`config.mk`:
```
export PLATFORM = sky130hd
export DESIGN_NAME = ir_tx_top
export DESIGN_NICKNAME = d
export VERILOG_FILES = /design/src/rtl/ir_tx_pkg.sv /design/src/rtl/ir_tx_dbuf.sv /design/src/rtl/ir_tx_carrier.sv /design/src/rtl/ir_tx_seq.sv /design/src/rtl/ir_tx_top.sv
export SDC_FILE = /design/constraint.sdc
export NUM_CORES = 1
export LEC_CHECK = 0
export CELL_PAD_IN_SITES_DETAIL_PLACEMENT = 1
export CELL_PAD_IN_SITES_GLOBAL_PLACEMENT = 2
export CORE_UTILIZATION = 35
export CTS_BUF_LIST = sky130_fd_sc_hd__clkbuf_16
export DETAILED_ROUTE_END_ITERATION = 7
export PLACE_DENSITY = 0.82
export SLEW_MARGIN = 10
export SYNTH_ARGS = -nofsm -noshare
export SYNTH_HDL_FRONTEND = slang
export SYNTH_HIERARCHICAL = 1
export SYNTH_SLANG_ARGS = --single-unit
export TNS_END_PERCENT = 50
```
`constraint.sdc`:
```
create_clock -name clk -period 6.5 [get_ports clk]
set_input_delay 1.3 -clock clk [delete_from_list [all_inputs] [get_ports clk]]
set_output_delay 1.3 -clock clk [all_outputs]
set_load 0.05 [all_outputs]
```
`src/rtl/ir_tx_pkg.sv`:
```
package ir_tx_pkg;

  localparam int unsigned DEFAULT_DIV = 1500;
  localparam int unsigned MIN_DIV     = 2;

  // Effective carrier period in clocks from the raw divisor field.
  function automatic int unsigned eff_period(input int unsigned raw);
    if (raw == 0)            return DEFAULT_DIV;
    else if (raw < MIN_DIV)  return MIN_DIV;
    else                     return raw;
  endfunction

  // Number of high clocks at the start of each carrier period.
  function automatic int unsigned high_clocks(input int unsigned period);
    return period / 2;
  endfunction

  // Number of carrier periods a duration field plays for.
  function automatic int unsigned play_periods(input int unsigned dur);
    return (dur == 0) ? 1 : dur;
  endfunction

endpackage

```
`src/rtl/ir_tx_dbuf.sv`:
```
module ir_tx_dbuf #(
  parameter int W = 16
) (
  input  logic         clk,
  input  logic         rst_n,
  input  logic         clr,
  input  logic         wr_en,
  input  logic [W-1:0] wr_data,
  input  logic         pop,
  output logic [W-1:0] head,
  output logic [W-1:0] second,
  output logic [1:0]   fill,
  output logic         dropped
);
  logic [W-1:0] slot0_q, slot1_q;
  logic [1:0]   fill_q;
  logic         accept;

  assign accept  = wr_en && (fill_q != 2'd2);
  assign dropped = wr_en && (fill_q == 2'd2);
  assign head    = slot0_q;
  assign second  = slot1_q;
  assign fill    = fill_q;

  always_ff @(posedge clk) begin
    if (!rst_n || clr) begin
      fill_q  <= 2'd0;
      slot0_q <= '0;
      slot1_q <= '0;
    end else begin
      unique case ({accept, pop})
        2'b01: begin
          slot0_q <= slot1_q;
          fill_q  <= fill_q - 2'd1;
        end
        2'b10: begin
          if (fill_q == 2'd0) slot0_q <= wr_data;
          else                slot1_q <= wr_data;
          fill_q <= fill_q + 2'd1;
        end
        2'b11: begin
          // pop of the only word with a fresh write: new word becomes head
          slot0_q <= wr_data;
        end
        default: ;
      endcase
    end
  end
endmodule

```
`src/rtl/ir_tx_carrier.sv`:
```
module ir_tx_carrier #(
  parameter int DIV_W = 16
) (
  input  logic             clk,
  input  logic             rst_n,
  input  logic             run,
  input  logic             restart,
  input  logic [DIV_W-1:0] period,
  output logic             hi,
  output logic             period_end
);
  logic [DIV_W-1:0] phase_q;
  logic [DIV_W-1:0] last_phase;
  logic [DIV_W-1:0] half;

  assign last_phase = period - DIV_W'(1);
  assign half       = DIV_W'(ir_tx_pkg::high_clocks(32'(period)));
  assign period_end = run && (phase_q >= last_phase);
  assign hi         = phase_q < half;

  always_ff @(posedge clk) begin
    if (!rst_n || !run || restart) phase_q <= '0;
    else if (phase_q >= last_phase) phase_q <= '0;
    else phase_q <= phase_q + DIV_W'(1);
  end
endmodule

```
`src/rtl/ir_tx_seq.sv`:
```
module ir_tx_seq #(
  parameter int W = 16
) (
  input  logic         clk,
  input  logic         rst_n,
  input  logic         clr,
  input  logic [1:0]   fill,
  input  logic [W-1:0] head,
  input  logic [W-1:0] second,
  input  logic         period_end,
  output logic         pop,
  output logic         restart,
  output logic         active,
  output logic         mark
);
  localparam int DUR_W = W - 1;

  logic [DUR_W-1:0] remain_q;
  logic             active_q, mark_q;
  logic             start_idle, finish, chain;

  function automatic logic [DUR_W-1:0] load_of(input logic [W-1:0] word);
    return DUR_W'(ir_tx_pkg::play_periods(32'(word[DUR_W-1:0])));
  endfunction

  assign start_idle = !active_q && (fill != 2'd0);
  assign finish     = active_q && period_end && (remain_q == DUR_W'(1));
  assign chain      = finish && (fill == 2'd2);
  assign pop        = finish;
  assign restart    = start_idle || chain;
  assign active     = active_q;
  assign mark       = mark_q;

  always_ff @(posedge clk) begin
    if (!rst_n || clr) begin
      active_q <= 1'b0;
      mark_q   <= 1'b0;
      remain_q <= '0;
    end else if (start_idle) begin
      active_q <= 1'b1;
      mark_q   <= head[W-1];
      remain_q <= load_of(head);
    end else if (active_q && period_end) begin
      if (remain_q == DUR_W'(1)) begin
        if (chain) begin
          mark_q   <= second[W-1];
          remain_q <= load_of(second);
        end else begin
          active_q <= 1'b0;
          mark_q   <= 1'b0;
        end
      end else begin
        remain_q <= remain_q - DUR_W'(1);
      end
    end
  end
endmodule

```
`src/rtl/ir_tx_top.sv`:
```
module ir_tx_top #(
  parameter int DIV_W = 16,
  parameter int DUR_W = 15
) (
  input  logic               clk,
  input  logic               rst_n,
  input  logic               enable,
  input  logic [DIV_W-1:0]   div_val,
  input  logic               wr_en,
  input  logic [DUR_W:0]     wr_data,
  output logic               ir_out,
  output logic               not_full,
  output logic               overflow
);
  localparam int WORD_W = DUR_W + 1;

  logic              clr;
  logic [DIV_W-1:0]  period;
  logic [WORD_W-1:0] head_w, second_w;
  logic [1:0]        buf_cnt;
  logic              dropped, pop, restart;
  logic              tx_active, tx_mark;
  logic              carrier_hi, period_end;
  logic              overflow_q;

  assign clr    = !enable;
  assign period = DIV_W'(ir_tx_pkg::eff_period(32'(div_val)));

  ir_tx_dbuf #(.W(WORD_W)) dbuf_i (
    .clk(clk), .rst_n(rst_n), .clr(clr),
    .wr_en(wr_en && enable), .wr_data(wr_data), .pop(pop),
    .head(head_w), .second(second_w), .fill(buf_cnt), .dropped(dropped)
  );

  ir_tx_seq #(.W(WORD_W)) seq_i (
    .clk(clk), .rst_n(rst_n), .clr(clr), .fill(buf_cnt),
    .head(head_w), .second(second_w), .period_end(period_end),
    .pop(pop), .restart(restart), .active(tx_active), .mark(tx_mark)
  );

  ir_tx_carrier #(.DIV_W(DIV_W)) car_i (
    .clk(clk), .rst_n(rst_n), .run(tx_active), .restart(restart),
    .period(period), .hi(carrier_hi), .period_end(period_end)
  );

  always_ff @(posedge clk) begin
    if (!rst_n || clr) overflow_q <= 1'b0;
    else if (dropped)  overflow_q <= 1'b1;
  end

  assign ir_out   = enable && tx_active && tx_mark && carrier_hi;
  assign not_full = buf_cnt != 2'd2;
  assign overflow = overflow_q;
endmodule

```
==> run metrics, run 1 <==
status completed; postcts setup bufs 0; CP max stage delay about 0.55 ns; slowest CP cell or4b_1; EDFF count, synth 0; initial antenna violation count 0; routed vias approximately 4500; internal power roughly 800 uW; setup_tns 0 ns; CTS max path bufs 2; CP Data Arrival Time about 6.4 ns; final hold viol count 0; max_cap viols 0; max-slew violations 0; Sink Count a little under 70; first-pass GRT wire length between 20000 and 25000 um; post-synthesis adder-cell area fraction 9.196%; Placed Instances 787; nets around 700; Initial Util between 30% and 40%; Clock Power Share between 40% and 50%; CTS tree built; Overall Power roughly 1100 uW; CP delay by family, top simple AND/OR/NAND/NOR gates; n_diodes 0; Post-Syn Area per Cell about 8 um2; Yosys reg bits between 60 and 70; worst-margin pin slew 0.8283 ns; pin count of the biggest net entering global routing 33; Row Count 42; worst min-delay path class reg2reg; relative slew slack around 45%; post-synthesis xor/xnor area fraction under 10%; Area Overhead vs Synth 17.21%; CTS H-tree depth 3; wire per inst roughly 17 um; die width approximately 120 um; Worst Path Buf+Inv 4; gate count of the mapped netlist 593; Top-Level Pins 39; Detail Route Antenna Nets 0; clock latency on the worst-skew pair between 0.3 and 0.4 ns; Vert. Die Dim roughly 120 um; Final Skew ~0.010 ns; Worst EP required a little under 7 ns; warnings from Yosys 6; CTS buffer count 9; crit path capture type register; worst path cell trace clkdlybuf4s50_1 > nor4_2 > and3_2 > a21boi_0 > inv_1 > ha_1 > or4b_1 > nor2_2 > nand2_1 > xnor2_1 > ha_1 > nand4_2 > or3_4 > nor3_1 > o31a_1 > nand2_1 > nor2_4 > inv_1 > ha_1 > nor2_4 > buf_12 > o21ai_0 > a31oi_1; Switch Pwr slightly below 300 uW; Overflow after GRT 0; Routed WL roughly 14000 um; Synth Area in Compound Gates approximately a fifth; Async SR Flop Fraction 0%; combinational share of power roughly 14%; Crit path top cell by count ha_1; CP Class in2reg; IO buf count 38; non-filler instance count after layout 803; period utilization 93.67%; Root Driver clkbuf_16; DR vias/cell 5.619; drt initial violations around 210; min Tclk post-route ~6.1 ns; P_leak around 0.0020 uW; leading cell type in the layout, fill and taps excluded nand2_1; area of the mapped netlist 4762 um2; vias in the first global route 4642; Die ar. between 10000 and 15000 um2; largest family of logic cells by synthesized area simple AND/OR/NAND/NOR gates; Max Freq 0.1642 GHz; crit-path max FO 32; sequential area share after synthesis 28.59%; Synth Area in Simple Gates between 20% and 30%; syn_nets 664; startpoint types primary input; Final setup viols 0; VDD IR max 0.0002095 V; DRC 0; switching share of power around 27%; post-synthesis mux area share under 10%; Post-DP HPWL about 11000 um; total track usage 20.84%; most frequent cells in the layout 88 x nand2_1, 68 x dfxtp_1, 37 x clkdlybuf4s50_1, 35 x ha_1, 34 x a21oi_1; Netlist cell types 81; Reg clk slew, reported paths about 0.06 ns; share of layout cells above drive strength 1 10.05%; power per standard cell area 192.8 nW/um2; drt pass-1 iters 4; sequential group share of total power roughly two fifths; total core area approximately 13000 um2; Synth Flop Type dfxtp_1; Final Wtd Congestion about 0.8; RSZ-0062 raised after global routing no
==> state kept, by name, indices dropped and copies added, names as in the netlist <==
register	flops
dbuf_i/second	16
car_i/phase_q	16
seq_i/active	1
seq_i/remain_q	15
dbuf_i/fill	2
overflow	1
seq_i/mark	1
dbuf_i/head	16
==> power groups by stage <==
stage	Sequential, uW	Clock [uW]	Combinational [uW]
global placement	440	0	141
finish	431	498	147
detailed placement	440	0	147
global route	432	523	163
CTS	431	510	148
floorplan	438	0	97.3
==> worst min-delay path, cell delays in order (launching register included) <==
cell,delay [ns]
dfxtp_1,0.32
nand2_1,0.06
a21oi_1,0.05
==> cells in the mapped netlist, drive strengths merged (6+ instances only) <==
cell	number	area [um2]
nor2	32	137.6
a211oi	6	55.05
o21ai	36	191.4
a31oi	20	125.1
nand4	15	100.1
inv	27	101.4
ha	35	437.9
nand2	89	336.6
nand3	15	90.09
a21oi	34	170.2
clkbuf	16	61.30
xnor2	28	245.2
buf	17	137.6
nor4	32	212.7
nand2b	13	88.83
nor3	20	105.1
dfxtp	68	1361
==> layer usage <==
| metal | routed length [um] | vias up | global-route usage [%] |
|---|---|---|---|
| met5 | 0 | - | 0 |
| met4 | 231 | 0 | 6.329 |
| met3 | 369 | 18 | 3.958 |
| met2 | 6919 | 59 | 36.92 |
| met1 | 6490 | 2200 | 25.30 |
| li1 | - | 2235 | - |
==> worst paths after layout <==
kind | depth (start not counted) | start | slack (ns) | end
min reg2reg | 2 | dbuf_i/head[1]$_SDFFE_PP0P_ | 0.48 | seq_i/remain_q[1]$_SDFFE_PP0P_
max reg2reg | 12 | car_i/phase_q[0]$_SDFF_PP0_ | 3.39 | car_i/phase_q[1]$_SDFF_PP0_
min | 2 | dbuf_i/head[1]$_SDFFE_PP0P_ | 0.48 | seq_i/remain_q[1]$_SDFFE_PP0P_
max | 23 | div_val[13] | 0.41 | dbuf_i/head[7]$_SDFFE_PP0P_
==> cells by family after synthesis <==
family	count (synthesis)
AO/OA/AOI/OAI	146
XOR/XNOR	33
adder cells (fa/ha/maj)	35
buffers and inverters	61
flip-flops	68
multiplexers	5
AND/OR/NAND/NOR	245
==> area by class of cell <==
type | instances | area (um2)
Inverter | 28 | 110.1
Multi-Input combinational cell | 464 | 3100
Timing Repair Buffer | 51 | 488.0
Sequential cell | 68 | 1361
Clock inverter | 7 | 76.32
Fill cell | 1622 | 7661
Clock buffer | 9 | 225.2
Tap cell | 176 | 220.2
==> timing repair <==
| action | CTS | global route |
|---|---|---|
| resized for setup | 0 | 2 |
| endpoints found under the setup margin | 0 | 2 |
| hold buffers | 0 | 0 |
==> through the flow <==
stage / hold slack, ns / setup WS [ns] / util (%) / area (um2)
global placement: 0.4749 / 0.2802 / 39.81 / 5271
finish: 0.4787 / 0.4115 / 42.15 / 5582
floorplan: 0.4442 / 1.027 / - / 4762
global route: 0.5063 / 0.05552 / 42.15 / 5582
detailed placement: 0.4727 / 0.01445 / 39.81 / 5271
CTS: 0.4837 / 0.3442 / 42.08 / 5573
Note: power is estimated with default switching activity, not from simulation.
==> run 2: changes to the inputs <==
--- a/config.mk
+++ b/config.mk
@@ -10,7 +10,7 @@
 export CORE_UTILIZATION = 35
 export CTS_BUF_LIST = sky130_fd_sc_hd__clkbuf_16
 export DETAILED_ROUTE_END_ITERATION = 7
-export PLACE_DENSITY = 0.82
+export PLACE_DENSITY_LB_ADDON = 0.1
 export SLEW_MARGIN = 10
 export SYNTH_ARGS = -nofsm -noshare
 export SYNTH_HDL_FRONTEND = slang
==> run 2 against run 1 <==
  * Utilization rose by 0.066 points
  * Critical path depth unchanged
  * Global-route usage rose by 0.90 points
  * Critical path type unchanged
  * Critical endpoint is now dbuf_i/head[12]$_SDFFE_PP0P_
  * Largest power group unchanged
==> run metrics, run 2 (same netlist as run 1, synthesis figures left out) <==
most frequent cells in the layout 88 x nand2_1, 68 x dfxtp_1, 37 x clkdlybuf4s50_1, 35 x ha_1, 34 x a21oi_1; drt initial violations ~240; CP Data Arrival Time ~6.3 ns; Final Wtd Congestion a little over 0.8; CTS tree built; VDD IR max 0.0001032 V; Max Freq 0.1648 GHz; initial antenna violation count 0; status completed; worst path cell trace clkdlybuf4s50_1 > nor4_2 > and3_2 > a21boi_0 > inv_1 > ha_1 > or4b_1 > nor2_2 > nand2_1 > xnor2_1 > ha_1 > nand4_2 > or3_4 > nor3_1 > o31a_1 > nand2_1 > nor2_4 > inv_1 > ha_1 > nor2_4 > buf_12 > o21ai_0 > a31oi_1; post-route cell area ~5600 um2; crit-path max FO 32; total track usage between 20% and 30%; Hold EP seq_i/remain_q[2]$_SDFFE_PP0P_; vias in the first global route between 4000 and 5000; relative slew slack ~39%; Placed Instances around 800; final hold viol count 0; slowest CP cell or4b_1; Sink Count just under 70; share of layout cells above drive strength 1 9.857%; Post-DP HPWL 11210 um; crit path capture type register; startpoint types primary input; power per standard cell area 189.8 nW/um2; Worst Path Buf+Inv 4; min Tclk post-route 6.066 ns; CTS Hold Bufs 0; postcts setup bufs 0; total core area around 13000 um2; R2R Path Start seq_i/remain_q[0]$_SDFFE_PP0P_; CTS H-tree depth 3; non-filler instance count after layout 805; nets 695; Clock Power Share between 40% and 50%; drt pass-1 iters 4; worst-margin pin slew slightly above 0.9 ns; Hold Crit Start dbuf_i/head[2]$_SDFFE_PP0P_; sequential group share of total power 40.7%; max-slew violations 0; Worst EP required slightly below 7 ns; Overflow after GRT 0; Die ar. 14080 um2; routed vias around 4500; CTS buffer count 9; max_cap viols 0; Crit path top cell by count ha_1; IO buf count 38; Fillers approximately 1700; Area Overhead vs Synth 17.39%; CP delay by family, top simple AND/OR/NAND/NOR gates; Routed WL between 10000 and 15000 um; Reg clk slew, reported paths approximately 0.060 ns; Vert. Die Dim between 100 and 150 um; leading cell type in the layout, fill and taps excluded nand2_1; RSZ-0062 raised after global routing no; Final setup viols 0; first-pass GRT wire length approximately 24000 um; Critical R2R Capture dbuf_i/head[12]$_SDFFE_PP0P_; hold depth 2; register-to-register setup slack around 2.9 ns; Root Driver clkbuf_16; Initial Util approximately 36%; DRC 0; P_leak ~0.0020 uW; period utilization 93.33%; combinational share of power roughly 14%; DR vias/cell about 5.6; Switch Pwr approximately 280 uW; switching share of power roughly a quarter; n_diodes 0; pin count of the biggest net entering global routing 33; internal power around 780 uW; Top-Level Pins 39; Row Count 42; clock latency on the worst-skew pair ~0.33 ns; Final Skew around 0.0065 ns; CP max stage delay 0.55 ns; Detail Route Antenna Nets 0; CP Class in2reg; wire per inst ~18 um; worst min-delay path class reg2reg; CTS resizes 0; worst r2r path cells 11; Placed Area 5286 um2; die width approximately 120 um; CTS max path bufs 2
run 2: changes by cell type in the layout (fill, tap and decap cells not counted):
cell	delta
buf_4	+2
clkinv_1	+2
clkinvlp_4	-1
inv_6	-1
nor4_1	+1
nor4_2	-2
nor4_4	+1
run 2: power by group through the flow:
| stage | clock [uW] | combinational, uW | sequential [uW] |
|---|---|---|---|
| floorplan | 0 | 97.3 | 438 |
| global placement | 0 | 144 | 441 |
| detailed placement | 0 | 147 | 441 |
| CTS | 495 | 148 | 432 |
| global route | 514 | 164 | 433 |
| finish | 482 | 147 | 432 |
run 2: worst max-delay path by stage:
stage / endpoint / cells past startpoint / startpoint / slack [ns]
after CTS: dbuf_i/head[12]$_SDFFE_PP0P_ / 23 / div_val[13] / 0.32
after floorplan: dbuf_i/head[3]$_SDFFE_PP0P_ / 22 / div_val[13] / 1.03
final: dbuf_i/head[12]$_SDFFE_PP0P_ / 23 / div_val[9] / 0.43
after detailed placement: dbuf_i/head[12]$_SDFFE_PP0P_ / 23 / div_val[13] / -0.002
after global placement: dbuf_i/head[5]$_SDFFE_PP0P_ / 23 / div_val[13] / 0.16
after global routing: dbuf_i/head[13]$_SDFFE_PP0P_ / 23 / div_val[13] / 0.01
run 2: per-stage QoR:
step | TNS (ns) | setup slack [ns] | hold slack (ns) | utilization, % | power (uW)
5_1_grt | 0 | 0.01126 | 0.5340 | 42.21 | 1111
4_1_cts | 0 | 0.3180 | 0.4962 | 42.13 | 1074
3_3_place_gp | 0 | 0.1558 | 0.4852 | 39.92 | 584.8
6_report | 0 | 0.4336 | 0.4992 | 42.21 | 1061
2_1_floorplan | 0 | 1.027 | 0.4442 | - | 535.2
3_5_place_dp | -0.001553 | -0.001553 | 0.4792 | 39.92 | 587.7
run 2: routing by layer:
layer	wire (um)	up-vias	part of all wire (%)	track usage, %
met5	0	-	0	0
met4	65	0	0.45	3.481
met3	442	5	3.0	3.523
met2	6057	77	42	32.27
met1	8022	2182	55	33.03
li1	-	2248	-	-
run 2: worst min-delay path, delay by kind of cell, from the launching register on:
| kind | cells | cell delay, ns |
|---|---|---|
| AOI/OAI and AO/OA | 1 | 0.05 |
| and+or+nand+nor | 1 | 0.07 |
| DFF | 1 | 0.33 |
run 2: area by class of cell:
| type | instances | area (um2) | area share (%) |
|---|---|---|---|
| Clock inverter | 7 | 67.56 | 1.209 |
| Sequential cell | 68 | 1361 | 24.35 |
| Timing Repair Buffer | 53 | 503.0 | 8.997 |
| Clock buffer | 9 | 225.2 | 4.029 |
| Inverter | 28 | 110.1 | 1.970 |
| Tap cell | 176 | 220.2 | 3.939 |
| Multi-Input combinational cell | 464 | 3103 | 55.51 |
